$ cat config.mk
export PLATFORM = sky130hd
export DESIGN_NAME = pinbank_ctrl
export DESIGN_NICKNAME = d
export VERILOG_FILES = /design/src/rtl/pinbank_pkg.sv /design/src/rtl/pinbank_sclr.sv /design/src/rtl/pinbank_infilt.sv /design/src/rtl/pinbank_chgdet.sv /design/src/rtl/pinbank_ctrl.sv
export SDC_FILE = /design/constraint.sdc
export NUM_CORES = 1
export LEC_CHECK = 0
export BUFFER_PORTS_ARGS = -buffer_cell sky130_fd_sc_hd__buf_2
export CAP_MARGIN = 25
export CORE_MARGIN = 10
export CORE_UTILIZATION = 60
export CTS_CLUSTER_DIAMETER = 200
export CTS_CLUSTER_SIZE = 12
export DETAILED_ROUTE_END_ITERATION = 10
export HOLD_SLACK_MARGIN = 0.06
export PLACE_DENSITY = 0.82
export SLEW_MARGIN = 20
export SYNTH_ARGS = -nofsm -noshare
export SYNTH_HDL_FRONTEND = slang
export SYNTH_SLANG_ARGS = --single-unit
$ cat constraint.sdc
create_clock -name clk -period 3.1 [get_ports clk]
set_clock_uncertainty 0.15 [all_clocks]
set_input_delay 0.155 -clock clk [delete_from_list [all_inputs] [get_ports clk]]
set_output_delay 0.155 -clock clk [all_outputs]
set_load 0.05 [all_outputs]
$ cat src/rtl/pinbank_pkg.sv
// Shared constants for the pin bank controller: address field layout,
// register group codes and operation codes.
package pinbank_pkg;
    localparam int ADDR_W  = 5;
    localparam int NUM_GRP = 5;

    typedef enum logic [2:0] {
        GRP_OWN  = 3'd0,
        GRP_DRV  = 3'd1,
        GRP_OUT  = 3'd2,
        GRP_FLT  = 3'd3,
        GRP_MSK  = 3'd4,
        GRP_STAT = 3'd5
    } grp_e;

    localparam logic [1:0] OP_SET = 2'd0;
    localparam logic [1:0] OP_CLR = 2'd1;
    localparam logic [1:0] OP_VAL = 2'd2;

    localparam logic [1:0] STAT_LVL = 2'd0;
    localparam logic [1:0] STAT_CHG = 2'd1;
endpackage

$ cat src/rtl/pinbank_sclr.sv
// One control register with bit-set and bit-clear strobes.
// Assumes the set and clear strobes are never both high (distinct addresses).
module pinbank_sclr #(
    parameter int          W   = 32,
    parameter logic [W-1:0] RST = '0
) (
    input  logic         clk,
    input  logic         rst_n,
    input  logic         set_stb,
    input  logic         clr_stb,
    input  logic [W-1:0] wdata,
    output logic [W-1:0] q
);
    // Update only the bits selected by ones in wdata.
    always_ff @(posedge clk) begin
        if (!rst_n)       q <= RST;
        else if (set_stb) q <= q | wdata;
        else if (clr_stb) q <= q & ~wdata;
    end
endmodule

$ cat src/rtl/pinbank_infilt.sv
// Input conditioning: two-flop synchronizer, then a per-pin selectable
// filter that accepts a level once two consecutive samples agree.
// Assumes pin_in is asynchronous to clk.
module pinbank_infilt #(
    parameter int W = 32
) (
    input  logic         clk,
    input  logic         rst_n,
    input  logic [W-1:0] pin_in,
    input  logic [W-1:0] flt_en,
    output logic [W-1:0] samp,
    output logic [W-1:0] prev_samp,
    output logic [W-1:0] lvl
);
    logic [W-1:0] meta;

    // Synchronizer chain plus one history stage for the filter.
    always_ff @(posedge clk) begin
        if (!rst_n) begin
            meta      <= '0;
            samp      <= '0;
            prev_samp <= '0;
        end else begin
            meta      <= pin_in;
            samp      <= meta;
            prev_samp <= samp;
        end
    end

    for (genvar i = 0; i < W; i++) begin : g_pin
        // Per-pin level: pass-through or agreement-gated.
        always_ff @(posedge clk) begin
            if (!rst_n)
                lvl[i] <= 1'b0;
            else if (!flt_en[i])
                lvl[i] <= samp[i];
            else if (samp[i] == prev_samp[i])
                lvl[i] <= samp[i];
        end
    end
endmodule

$ cat src/rtl/pinbank_chgdet.sv
// Edge detection on the conditioned levels, sticky change flags that clear
// on read, and the masked interrupt. A new edge wins over a clear.
module pinbank_chgdet #(
    parameter int W = 32
) (
    input  logic         clk,
    input  logic         rst_n,
    input  logic [W-1:0] lvl,
    input  logic         rd_clr,
    input  logic [W-1:0] msk,
    output logic [W-1:0] prev_lvl,
    output logic [W-1:0] chg,
    output logic         irq
);
    // Previous level and sticky flags.
    always_ff @(posedge clk) begin
        if (!rst_n) begin
            prev_lvl <= '0;
            chg      <= '0;
        end else begin
            prev_lvl <= lvl;
            chg      <= (rd_clr ? '0 : chg) | (lvl ^ prev_lvl);
        end
    end

    // Combine enabled flags into one request.
    always_comb irq = |(chg & msk);
endmodule

$ cat src/rtl/pinbank_ctrl.sv
// Top of the pin bank controller: register decode, five set/clear/value
// registers, pad ownership mux and read mux. Read data is combinational.
module pinbank_ctrl
    import pinbank_pkg::*;
#(
    parameter int NPIN = 32
) (
    input  logic              clk,
    input  logic              rst_n,
    input  logic [ADDR_W-1:0] addr,
    input  logic              wr_en,
    input  logic              rd_en,
    input  logic [NPIN-1:0]   wdata,
    output logic [NPIN-1:0]   rdata,
    input  logic [NPIN-1:0]   pin_in,
    input  logic [NPIN-1:0]   periph_out,
    input  logic [NPIN-1:0]   periph_oe,
    output logic [NPIN-1:0]   pad_out,
    output logic [NPIN-1:0]   pad_oe,
    output logic [NPIN-1:0]   periph_in,
    output logic              irq
);
    logic [2:0]      grp;
    logic [1:0]      op;
    logic [NPIN-1:0] grp_q [NUM_GRP];
    logic [NPIN-1:0] samp, prev_samp, lvl, prev_lvl, chg;
    logic            rd_clr;

    assign grp = addr[ADDR_W-1:2];
    assign op  = addr[1:0];

    for (genvar g = 0; g < NUM_GRP; g++) begin : g_reg
        localparam logic [NPIN-1:0] RSTV = (g == int'(GRP_OWN)) ? '1 : '0;
        pinbank_sclr #(.W(NPIN), .RST(RSTV)) u_reg (
            .clk     (clk),
            .rst_n   (rst_n),
            .set_stb (wr_en && grp == 3'(g) && op == OP_SET),
            .clr_stb (wr_en && grp == 3'(g) && op == OP_CLR),
            .wdata   (wdata),
            .q       (grp_q[g])
        );
    end

    pinbank_infilt #(.W(NPIN)) u_filt (
        .clk       (clk),
        .rst_n     (rst_n),
        .pin_in    (pin_in),
        .flt_en    (grp_q[GRP_FLT]),
        .samp      (samp),
        .prev_samp (prev_samp),
        .lvl       (lvl)
    );

    assign rd_clr = rd_en && grp == GRP_STAT && op == STAT_CHG;

    pinbank_chgdet #(.W(NPIN)) u_chg (
        .clk      (clk),
        .rst_n    (rst_n),
        .lvl      (lvl),
        .rd_clr   (rd_clr),
        .msk      (grp_q[GRP_MSK]),
        .prev_lvl (prev_lvl),
        .chg      (chg),
        .irq      (irq)
    );

    // Ownership mux: controller registers or peripheral signals per pin.
    always_comb begin
        pad_out = (grp_q[GRP_OWN] & grp_q[GRP_OUT]) | (~grp_q[GRP_OWN] & periph_out);
        pad_oe  = (grp_q[GRP_OWN] & grp_q[GRP_DRV]) | (~grp_q[GRP_OWN] & periph_oe);
    end

    assign periph_in = lvl;

    // Read mux over register values and status words.
    always_comb begin
        rdata = '0;
        unique case (grp)
            GRP_OWN:  if (op == OP_VAL) rdata = grp_q[GRP_OWN];
            GRP_DRV:  if (op == OP_VAL) rdata = grp_q[GRP_DRV];
            GRP_OUT:  if (op == OP_VAL) rdata = grp_q[GRP_OUT];
            GRP_FLT:  if (op == OP_VAL) rdata = grp_q[GRP_FLT];
            GRP_MSK:  if (op == OP_VAL) rdata = grp_q[GRP_MSK];
            GRP_STAT: begin
                if (op == STAT_LVL)      rdata = lvl;
                else if (op == STAT_CHG) rdata = chg;
            end
            default:  rdata = '0;
        endcase
    end
endmodule

==> impl_metrics.csv <==
group,metric,value,unit
hold_path,hold_path_depth,4,
finish,layout_commonest_cell,"dfxtp_1",
hold_path,min_path_type,"in -> reg",
hold_path,min_from,"wr_en",
finish,areaGrowthSynthToFinish,19.2,%
clock_network,cts_tree,"yes",
pwr,ir_drop,0.573,mV
sta,relSlewSlack,31.4,%
pwr,power_density,504,nW/um2
placed_design,place_inst,2037,
finish,mostFrequentLayoutCells,"352 x dfxtp_1, 262 x buf_2, 128 x and2_1",
clock_network,clkTransAtPathRegs,0.06,ns
sta,hold_viol_final,0,
clock_network,clock-root-buffer,"clkbuf_16",
yosys,synthesis.area,15700,um2
pwr,p_leak,8.47,nW
sta,rsz0062_at_grt,"no",
critical_path,reg2regPathDepth,3,
yosys,synth_seq_cells,352,
detailed_routing,via_per_inst,6.34,
run,cap_violations,0,
critical_path,rrSetupSlack,2.03,ns
pwr,p_total,0.00941,W
clock_network,cts.sinks,352,
floorplanning,io_pins,266,
sta,tightest_slew,1.03,ns
yosys,ys.flop_type,"dfxtp_1",
finish,final_cells,2141,
clock_network,numCtsBuffers,35,
yosys,ys_warn_count,0,
yosys,yosysTopAreaCell,"dfxtp_1",
clock_network,htree_levels,2,
critical_path,critPathKind,"in -> out",
run_status,status,"finished, final reports clean",
grt,grt_pass1_vias,13532,
yosys,synth.area.top_cells,"dfxtp_1 45%, and2_1 5.1%, mux2_2 4.6%, mux4_2 4.6%, mux2i_1 4.2%",
critical_path,cp-end-kind,"output pin",
grt,grt_pass1_wl,74300,um
yosys,syn_nets,1689,
yosys,seq_area_frac_synth,44.9,%
floorplanning,start_util,60.5,%
detailed_routing,wl,47000,um
sta,fmax,368,MHz
sta,finalCriticalPeriod,2.72,ns
finish,antennaDiodeCount,0,
grt,antenna_found_initial,0,
placed_design,place_ws,0.841,ns
floorplanning,core_region_area,25900,um2
yosys,synth-edff-count,0,
yosys,async_reset_ff_share,0,%
detailed_routing,wl_per_cell,22.0,um
floorplanning,die_y,182,um
placed_design,dpl.hpwl,31100,um
critical_path,worstPathArrival,2.41,ns
floorplanning,core.rowCount,59,
grt,overflow,0,
finish,final_layout_size_suffix_gt1_share,27.7,%
placed_design,numPortBuffers,265,
yosys,avgSynthCellArea,10.1,um2
grt,grt_usage,27.0,%
finish,nets,1942,
critical_path,path_max_fanout,25,
sta,finalWorstSetupSlack,0.382,ns
critical_path,cp.required,2.79,ns
detailed_routing,drt_iter0_markers,1461,
clock_network,insertion_delay,0.50,ns
detailed_routing,drc,0,
critical_path,crit_path_start_kind,"primary input",
finish,postLayoutCoreUtil,72.1,%
floorplanning,die-area,33000,um2
sta,drv_slew,0,
clock_network,postCtsSetupBuffers,0,
detailed_routing,ant_nets,0,
yosys,synthCells,1552,
yosys,synth_top_area_share,44.9,%
sta,setup_violations,0,
clock_network,clockBufferDepth,3,
placed_design,routabilityCongestion,0.815,
sta,post-route-period-util,87.7,%
detailed_routing,via_count,13584,
critical_path,reg2reg_to,"u_filt.lvl[29]",
detailed_routing,firstDrtPassIters,6,
sta,finalSetupTns,0,ns
floorplanning,die_x,182,um
yosys,synth.distinct_cells,39,
grt,grt_max_degree,171,
critical path, stage by stage:
cell	delay [ns]
dlygate4sd3_1	0.54
buf_4	0.35
buf_12	0.25
mux4_2	0.52
a221o_1	0.34
buf_2	0.23
power breakdown:
group          switching, W  internal [W]
registers         0.0000987       0.00464
logic              0.000575      0.000365
clock network       0.00163       0.00210
total               0.00231       0.00711
logic make-up (layout without fill, tap and decap cells):
group	count (synthesis)	after routing	share of synthesized area [%]
and+or+nand+nor	466	466	17.4
AOI/OAI and AO/OA	365	365	17.5
DFF	352	352	44.9
buffers and inverters	175	429	4.93
muxes	162	162	13.4
xor gates and xnor gates	32	32	1.79
worst max-delay path by stage:
stage,start,to,cells after the start
floorplan,addr[2],rdata[23],5
global placement,addr[3],rdata[29],5
detailed placement,addr[3],rdata[29],5
CTS,addr[2],rdata[6],6
global route,addr[2],rdata[6],6
finish,addr[2],rdata[3],6
per-stage QoR:
step | hold WS (ns) | cell area, um2
2_1_floorplan | 0.132 | 15700
3_3_place_gp | 0.210 | 17100
3_5_place_dp | 0.215 | 17100
4_1_cts | 0.169 | 18700
5_1_grt | 0.197 | 18700
6_report | 0.185 | 18700
what timing repair did:
| action | 4_1_cts | 5_1_grt |
|---|---|---|
| hold buffers | 66 | 0 |
| resized for setup | 0 | 0 |
| hold endpoints to repair | 188 | 0 |
synth_stat cells (2+ instances only):
cell type and instances:
and2_1 128, inv_1 32, nand2b_1 32, a21boi_0 32, buf_4 7, nand3_1 30, clkbuf_1 77, mux4_2 32
mux2_2 64, mux2i_1 66, xor2_1 32, a31o_2 64, nand4_1 72, and4_1 32, o21ai_1 10, dfxtp_1 352
a221o_1 32, a21o_1 32, buf_1 2, o31ai_1 30, o211ai_1 30, a22oi_1 16, a22o_1 32, and3_1 64
buf_2 54, o21ai_0 54, buf_6 3, nand2_1 67, nor2_1 33, a31oi_1 32
area by class of cell:
cell class / count / area [um2]
Multi-Input combinational cell: 1025 / 7900
Fill cell: 1911 / 7230
Sequential cell: 352 / 7050
Timing Repair Buffer: 359 / 2260
Clock buffer: 37 / 926
Tap cell: 335 / 419
Inverter: 32 / 120
Clock inverter: 1 / 8.76
routing by layer:
metal / global-route usage [%] / wire length, um
met1: 34.5 / 19300
met2: 44.6 / 22600
met3: 6.10 / 4040
met4: 8.20 / 1080
met5: 0 / 0
(Power assumes the default switching activity.)
